## config.mk

```make
export PLATFORM = sky130hd
export DESIGN_NAME = tick_timebase
export DESIGN_NICKNAME = d
export VERILOG_FILES = /design/src/rtl/tbase_pkg.sv /design/src/rtl/tbase_prescaler.sv /design/src/rtl/tbase_counter.sv /design/src/rtl/tbase_regs.sv /design/src/rtl/tick_timebase.sv
export SDC_FILE = /design/constraint.sdc
export NUM_CORES = 1
export LEC_CHECK = 0
export ABC_AREA = 0
export BUFFER_PORTS_ARGS = -buffer_cell sky130_fd_sc_hd__buf_2
export CAP_MARGIN = 40
export CORE_ASPECT_RATIO = 2
export CORE_MARGIN = 3
export CORE_UTILIZATION = 50
export DETAILED_ROUTE_END_ITERATION = 12
export HOLD_SLACK_MARGIN = 0.15
export PLACE_DENSITY = 0.74
export SLEW_MARGIN = 5
export SYNTH_ARGS = -nofsm -noshare
export SYNTH_HDL_FRONTEND = slang
export SYNTH_SLANG_ARGS = --single-unit
```

## constraint.sdc

```tcl
create_clock -name clk -period 2 [get_ports clk]
set_input_delay 0.1 -clock clk [delete_from_list [all_inputs] [get_ports clk]]
set_output_delay 0.1 -clock clk [all_outputs]
set_load 0.02 [all_outputs]
```

## src/rtl/tbase_pkg.sv

```systemverilog
package tbase_pkg;
  typedef enum logic [1:0] {
    A_CTRL = 2'd0,
    A_PSC  = 2'd1,
    A_ARR  = 2'd2,
    A_STAT = 2'd3
  } tb_addr_e;

  localparam int B_PRE  = 0;
  localparam int B_UDIS = 1;
  localparam int B_GEN  = 2;
  localparam int B_RUN  = 3;

  // clocks between update events caused by counter wraps
  function automatic int period_clocks(input int psc, input int arr);
    return (psc + 1) * (arr + 1);
  endfunction

  // next divider value: wraps when it meets the shadow ratio
  function automatic logic [15:0] div_next(input logic [15:0] cur, input logic [15:0] lim);
    return (cur == lim) ? 16'd0 : cur + 16'd1;
  endfunction
endpackage

```

## src/rtl/tbase_prescaler.sv

```systemverilog
module tbase_prescaler #(
  parameter int PW = 16
) (
  input  logic          clk,
  input  logic          rst_n,
  input  logic          run,
  input  logic          clr,
  input  logic [PW-1:0] psc_sh,
  output logic          tick
);
  logic [PW-1:0] div_q;

  assign tick = run && !clr && (div_q == psc_sh);

  always_ff @(posedge clk or negedge rst_n) begin
    if (!rst_n)   div_q <= '0;
    else if (clr) div_q <= '0;
    else if (run) div_q <= (div_q == psc_sh) ? '0 : div_q + 1'b1;
  end
endmodule

```

## src/rtl/tbase_counter.sv

```systemverilog
module tbase_counter #(
  parameter int CW = 16
) (
  input  logic          clk,
  input  logic          rst_n,
  input  logic          tick,
  input  logic          clr,
  input  logic [CW-1:0] arr_sh,
  output logic [CW-1:0] cnt,
  output logic          ovf
);
  assign ovf = tick && (cnt == arr_sh);

  always_ff @(posedge clk or negedge rst_n) begin
    if (!rst_n)     cnt <= '0;
    else if (clr)   cnt <= '0;
    else if (ovf)   cnt <= '0;
    else if (tick)  cnt <= cnt + 1'b1;
  end
endmodule

```

## src/rtl/tbase_regs.sv

```systemverilog
module tbase_regs
  import tbase_pkg::*;
#(
  parameter int DW = 16,
  parameter int CW = 16,
  parameter int PW = 16
) (
  input  logic          clk,
  input  logic          rst_n,
  input  logic          wr_en,
  input  logic [1:0]    addr,
  input  logic [DW-1:0] wdata,
  output logic [DW-1:0] rdata,
  input  logic          ovf,
  output logic          pre_en,
  output logic          udis,
  output logic          run,
  output logic          sw_gen,
  output logic          update_evt,
  output logic [PW-1:0] psc_sh,
  output logic [CW-1:0] arr_sh,
  output logic          upd_q,
  output logic          flag_q
);
  logic [PW-1:0] psc_pre;
  logic [CW-1:0] arr_pre;
  logic          wr_ctrl, wr_psc, wr_arr, wr_stat;

  assign wr_ctrl = wr_en && (addr == A_CTRL);
  assign wr_psc  = wr_en && (addr == A_PSC);
  assign wr_arr  = wr_en && (addr == A_ARR);
  assign wr_stat = wr_en && (addr == A_STAT);

  assign sw_gen     = wr_ctrl && wdata[B_GEN];
  assign update_evt = (ovf && !udis) || (sw_gen && !wdata[B_UDIS]);

  always_ff @(posedge clk or negedge rst_n) begin
    if (!rst_n) begin
      pre_en  <= 1'b0;
      udis    <= 1'b0;
      run     <= 1'b0;
      psc_pre <= '0;
      arr_pre <= '0;
    end else begin
      if (wr_ctrl) begin
        pre_en <= wdata[B_PRE];
        udis   <= wdata[B_UDIS];
        run    <= wdata[B_RUN];
      end
      if (wr_psc) psc_pre <= wdata[PW-1:0];
      if (wr_arr) arr_pre <= wdata[CW-1:0];
    end
  end

  // shadows: joint load on update, direct reload write when preload is off
  always_ff @(posedge clk or negedge rst_n) begin
    if (!rst_n) begin
      psc_sh <= '0;
      arr_sh <= '0;
    end else begin
      if (update_evt) begin
        psc_sh <= psc_pre;
        arr_sh <= arr_pre;
      end
      if (wr_arr && !pre_en) arr_sh <= wdata[CW-1:0];
    end
  end

  always_ff @(posedge clk or negedge rst_n) begin
    if (!rst_n) begin
      upd_q  <= 1'b0;
      flag_q <= 1'b0;
    end else begin
      upd_q <= update_evt;
      if (update_evt)                flag_q <= 1'b1;
      else if (wr_stat && !wdata[0]) flag_q <= 1'b0;
    end
  end

  always_comb begin
    rdata = '0;
    unique case (addr)
      A_CTRL: begin
        rdata[B_PRE]  = pre_en;
        rdata[B_UDIS] = udis;
        rdata[B_RUN]  = run;
      end
      A_PSC:  rdata[PW-1:0] = psc_pre;
      A_ARR:  rdata[CW-1:0] = arr_pre;
      A_STAT: rdata[0] = flag_q;
      default: rdata = '0;
    endcase
  end
endmodule

```

## src/rtl/tick_timebase.sv

```systemverilog
module tick_timebase #(
  parameter int DW = 16,
  parameter int CW = 16,
  parameter int PW = 16
) (
  input  logic          clk,
  input  logic          rst_n,
  input  logic          wr_en,
  input  logic [1:0]    addr,
  input  logic [DW-1:0] wdata,
  output logic [DW-1:0] rdata,
  output logic [CW-1:0] count_o,
  output logic          upd_o,
  output logic          flag_o
);
  logic          ovf, tick, pre_en, udis, run, sw_gen, update_evt;
  logic [PW-1:0] psc_sh;
  logic [CW-1:0] arr_sh;

  tbase_regs #(.DW(DW), .CW(CW), .PW(PW)) u_regs (
    .clk(clk), .rst_n(rst_n), .wr_en(wr_en), .addr(addr), .wdata(wdata),
    .rdata(rdata), .ovf(ovf), .pre_en(pre_en), .udis(udis), .run(run),
    .sw_gen(sw_gen), .update_evt(update_evt), .psc_sh(psc_sh),
    .arr_sh(arr_sh), .upd_q(upd_o), .flag_q(flag_o)
  );

  tbase_prescaler #(.PW(PW)) u_psc (
    .clk(clk), .rst_n(rst_n), .run(run), .clr(sw_gen),
    .psc_sh(psc_sh), .tick(tick)
  );

  tbase_counter #(.CW(CW)) u_cnt (
    .clk(clk), .rst_n(rst_n), .tick(tick), .clr(sw_gen),
    .arr_sh(arr_sh), .cnt(count_o), .ovf(ovf)
  );
endmodule

```

==> Word level (Yosys, flattened, before mapping) <==
Cells that the tools add are included.
{ "word_totals": {"ff_bits": 101, "wordCells": 56} }
{ "op_classes": {"n_eq_ne": 5, "addsub": 2, "mux": 15, "n_reduce_logical": 23} }
{ "op_table": {"columns": ["op", "count"], "rows": [
  ["16-bit 2-to-1 mux", 8],
  ["16-bit by 1-bit adder with 16-bit output, second input constant", 2],
  ["16-bit equality test", 2],
  ["12-bit one-hot mux with 2 select lines", 1],
  ["1-bit logical AND", 12],
  ["1-bit one-hot mux with 3 select lines", 2],
  ["2-bit nonzero test", 3],
  ["1-bit logical NOT", 5],
  ["2-bit equality test, second input constant", 2],
  ["1-bit one-hot mux with 4 select lines", 1],
  ["3-bit nonzero test", 1],
  ["2-bit by 1-bit equality test with 1-bit output, second input constant", 1],
  ["2-bit logical NOT", 1],
  ["1-bit 2-to-1 mux", 2],
  ["1-bit one-hot mux with 2 select lines", 1],
  ["1-bit logical OR", 1]
]} }

==> Logic depth before layout (Yosys ltp) <==
{ "depth": {"depth_word": 11, "mapped_depth": 9, "ltp_nobuf": 7} }

==> Cells and area by module <==
Synthesis repeated with hierarchy kept, for this count alone.
{ "hier_totals": {"hier_cells": 516, "hier_area_um2": 5476.5} }
{ "by_module_without_submodules": {"columns": ["mod", "instances", "area_each_um2", "cells_each", "seq_area_each_um2"], "rows": [
  ["tbase_regs", 1, 3163.0, 253, 1726.7],
  ["tbase_prescaler", 1, 1217.4, 146, 400.4],
  ["tbase_counter", 1, 1096.1, 117, 400.4]
]} }

==> Worst setup path before layout <==
OpenSTA, ideal clock, no wires.
{ "synth_path": {"path_type": "register to register", "startpoint": "register u_cnt.cnt[13]", "endpoint": "register u_regs.psc_sh[0]", "t_arrival_ns": 2.157, "slack_ns": -0.285, "setup_ns": 0.127, "path_buffers": 1, "path_stages_with_launch": 8, "period_less_slack_ns": 2.285, "required_ns": 1.873, "cell_sequence": "dfrtp_1 xnor2_1 nand4_1 nor4_4 nand4_4 nand2_4 buf_6 mux2_1"} }
{ "synth_between": {"elab_chain_len": 4} }
{ "synth_lines": {"columns": ["item", "line_no", "rtl"], "rows": [
  ["from (decl)", "tbase_counter.sv:9", "output logic [CW-1:0] cnt,"],
  ["from (signal assigned)", "tbase_counter.sv:18", "else if (tick) cnt <= cnt + 1'b1;"],
  ["16-bit equality test", "tbase_counter.sv:12", "assign ovf = tick && (cnt == arr_sh);"],
  ["1-bit logical AND", "tbase_counter.sv:12", null],
  ["1-bit logical AND", "tbase_regs.sv:35", "assign update_evt = (ovf && !udis) || (sw_gen && !wdata[B_UDIS]);"],
  ["1-bit logical OR", "tbase_regs.sv:35", null],
  ["via u_regs.update_evt", "tbase_regs.sv:19", "output logic update_evt,"],
  ["to (signal assigned)", "tbase_regs.sv:62", "psc_sh <= psc_pre;"],
  ["to (decl)", "tbase_regs.sv:20", "output logic [PW-1:0] psc_sh,"]
]} }
The timed path passes the listed nets, and every way through them passes these cells.
A chain may end at the register's enable or synchronous reset.

==> Worst setup path in the final report <==
{ "layout_path": {"startpoint": "register u_regs.psc_sh[11]", "endpoint": "register u_regs.psc_sh[13]"} }
{ "layout_between": {"elab_chain_len": 5} }
{ "layout_lines": {"columns": ["item", "line_no", "rtl"], "rows": [
  ["16-bit equality test", "tbase_prescaler.sv:13", "assign tick = run && !clr && (div_q == psc_sh);"],
  ["1-bit logical AND", "tbase_prescaler.sv:13", null],
  ["1-bit logical AND", "tbase_counter.sv:12", null],
  ["1-bit logical AND", "tbase_regs.sv:35", null],
  ["1-bit logical OR", "tbase_regs.sv:35", null]
]} }
No other way between the ends.

==> impl_metrics.ini <==
[outcome]
status = complete, but fails checks
violations = negative setup slack

[timing]
fin_crit_ns = 2.19
tightest_slew_ns = 0.618
setup_viol = 46
rsz0062_at_grt = true
finalHoldViolCount = 0
period_share_pct = 109
fmax_ghz = 0.457
finalSetupTns_ns = -5.11
maxSlewHeadroom_pct = 58.8
slew_violations = 0
setup_slack_ns = -0.189
fin_skew_ns = 0.00980

[synthesis]
yosysMostFrequentCell = dfrtp_1
syn_avg_cell_area_sq_um = 11.1
synthTopCellsByArea = dfrtp_1 (48%), mux2_2 (9.1%), xor2_1 (3.3%)
yosys.cell_types.count = 47
synth_flop_cell = dfrtp_1
async_flop_share_pct = 100
yosysWarnings = 0
synthCells = 480
synth_edf_count = 0
syn_area_sq_um = 5310
synthTopCellsByCount = dfrtp_1 (101), mux2_2 (43), nand2_1 (25)
ys_seq_area_share_pct = 47.6
syn_nets = 509
synth_seq_cells = 101
yosysTopAreaCell = dfrtp_1
synthDominantCellAreaShare_pct = 47.6

[power]
powerDensity_nw_per_um2 = 927
vdd_drop_max_uv = 727
p_sw_share_pct = 32.1
seq_power_share_pct = 44.8
p_comb_share_pct = 28.6
clkPwrFrac_pct = 26.6
p_sw_mw = 2.08
leakagePower_nw = 3.17
internal-power_mw = 4.39

[die]
ios = 55
rows = 52
die_x_um = 78.9
floorplan.core_area_sq_um = 10200
die-area_sq_um = 12000
die_h_um = 152
start_util_pct = 52.0

[worst_setup_path]
worstPathArrival_ns = 2.42
end_kind = flip-flop
crit_fanout = 17
crit_cells = 7
reg2reg_slack_ns = -0.19
startpoint_type = flip-flop
slowest_delay_ns = 0.40
crit_type = reg2reg
critPathTopFamily = simple AND/OR/NAND/NOR gates
rr_worst_depth = 7
crit_path_top_delay_cell = dfrtp_1
worstReg2RegEnd = u_regs.psc_sh[13]$_DFFE_PN0P_
path_buf_inv = 1
worstPathCellList = xor2_1 > nor4_2 > buf_4 > and4_4 > nand4_4 > nand2_4 > mux2_2
critical_path_required_ns = 2.24
worstReg2RegStart = u_regs.psc_sh[11]$_DFFE_PN0P_

[grt]
grt_start_max_net_pins = 41
grt_pass1_wl_mm = 23.5
grt_pass1_vias = 4474
grt.total_usage_pct = 26.2
antenna_found_initial = 0
overflow = 0

[clock_tree]
cts_buffers = 9
h-tree-depth = 3
cts_tree = yes
clkTransAtPathRegs_ns = 0.07
clock_sinks = 101
clock_path_buffers = 2
clock_latency_ns = 0.35
ctsRootBufferMaster = clkbuf_16

[drt]
drtAntennaViolNets = 0
wire_per_inst_um = 19.8
drtIter0Drc = 340
drc = 0
drt_wl_total_mm = 15.1
via_count = 4472
vias_per_cell = 5.84
firstDrtPassIters = 5

[placement]
gp_congestion = 0.941
pre_cts_ws_ns = -0.305
dpl_cell_area_sq_um = 6280
dp_hpwl_mm = 11.2
portBuffers = 54
dp_cells = 721

[layout]
fin_nets = 655
finalNonFillerCells = 766
antenna_cells = 0
drive_gt1_share_pct = 40.3
area_growth_syn_to_layout_pct = 31.3
stdcell_area_sq_um = 6980

[min_path]
hold_path_depth = 3
min_from = wr_en
min_to = u_regs.flag_q$_DFFE_PN0P_
hp-class = in2reg

[run]
max-cap-violations = 0
[final cells by class]
type                    count  area, sq um
fillers                   754         3240
multi-input cells         341         2770
flip-flops and latches    101         2540
repair buffers            158         1140
clock buffers              10          239
well taps                 135          169
inverters                  15         56.3
clock inverters             6         55.1
[per-stage QoR]
step                      total power [mW]  util (%)  hold slack, ns
after floorplan                       3.85         -          -0.196
after global placement                4.58      61.5           0.134
after detailed placement              4.65      61.5           0.133
after CTS                             6.46      67.1           0.151
after global routing                  6.78      68.3           0.183
final                                 6.47      68.3           0.152
[power by group through the flow]
stage	clock network (mW)	registers [mW]	logic, mW
2_1_floorplan	0	2.82	1.02
3_3_place_gp	0	2.91	1.67
3_5_place_dp	0	2.92	1.72
4_1_cts	1.74	2.88	1.83
5_1_grt	1.83	2.93	2.02
6_report	1.72	2.90	1.85
[worst max path at each step]
stage	start	end
floorplan	u_cnt.cnt[5]$_DFFE_PN0P_	u_regs.psc_sh[0]$_DFFE_PN0P_
global route	u_psc.div_q[13]$_DFFE_PN0P_	u_regs.psc_sh[10]$_DFFE_PN0P_
CTS	u_psc.div_q[2]$_DFFE_PN0P_	u_regs.psc_sh[13]$_DFFE_PN0P_
finish	u_regs.psc_sh[11]$_DFFE_PN0P_	u_regs.psc_sh[13]$_DFFE_PN0P_
global placement	u_regs.psc_sh[14]$_DFFE_PN0P_	u_cnt.cnt[5]$_DFFE_PN0P_
detailed placement	u_psc.div_q[14]$_DFFE_PN0P_	u_cnt.cnt[5]$_DFFE_PN0P_
[registers in the layout (all words and copies together) (netlist names)]
name / count
u_regs.psc_sh: 16
u_cnt.cnt: 16
u_regs.flag_q: 1
u_regs.udis: 1
u_regs.arr_sh: 16
u_regs.arr_pre: 16
u_psc.div_q: 16
u_regs.pre_en: 1
u_regs.psc_pre: 16
u_regs.run: 1
u_regs.upd_q: 1
[worst register-to-register path: stages (launching register included)]
cell     delay, ns
dfrtp_1       0.40
xor2_1        0.17
nor4_2        0.27
buf_4         0.17
and4_4        0.27
nand4_4       0.15
nand2_4       0.27
mux2_2        0.38
[cell families after synthesis]
family	synth area share [%]
AO/OA/AOI/OAI	16.1
AND/OR/NAND/NOR	13.8
flip-flops	47.6
multiplexers	11.0
XOR/XNOR	6.43
buffers and inverters	3.30
adder cells (fa/ha/maj)	1.88
[timing repair]
action,4_1_cts,5_1_grt
cloned,1,0
resized for setup,12,21
hold endpoints to repair,86,0
setup endpoints to repair,52,60
pin swaps,16,7
setup buffers,7,4
hold buffers,17,0
[per-layer routing]
layer	global-route usage, %	up-vias	part of all wire [%]
met1	28.7	2226	37
li1	-	2060	-
met5	0	-	0
met2	47.5	141	54
met3	3.79	45	3.5
met4	15.0	0	5.8
[cells in the final DEF (no fill, tap or decap), types with 4 or more instances in the layout]
cell,count
a22oi_1,13
and3_1,8
nor2_1,12
a22o_1,4
o22a_1,16
ha_1,8
nand4_1,6
a31o_1,13
a21boi_0,14
o21ai_1,4
nand3_1,17
o21ai_0,21
inv_1,15
a21oi_1,9
dlygate4sd3_1,17
nor3_1,4
a21oi_2,7
buf_2,53
dfrtp_2,11
nor4_2,6
nand2_1,24
nor2b_1,13
or3_1,6
mux2_2,43
xnor2_1,19
mux2_4,8
a21o_1,5
buf_4,82
xor2_1,20
clkbuf_16,9
dfrtp_1,90
(Power assumes the default switching activity.)
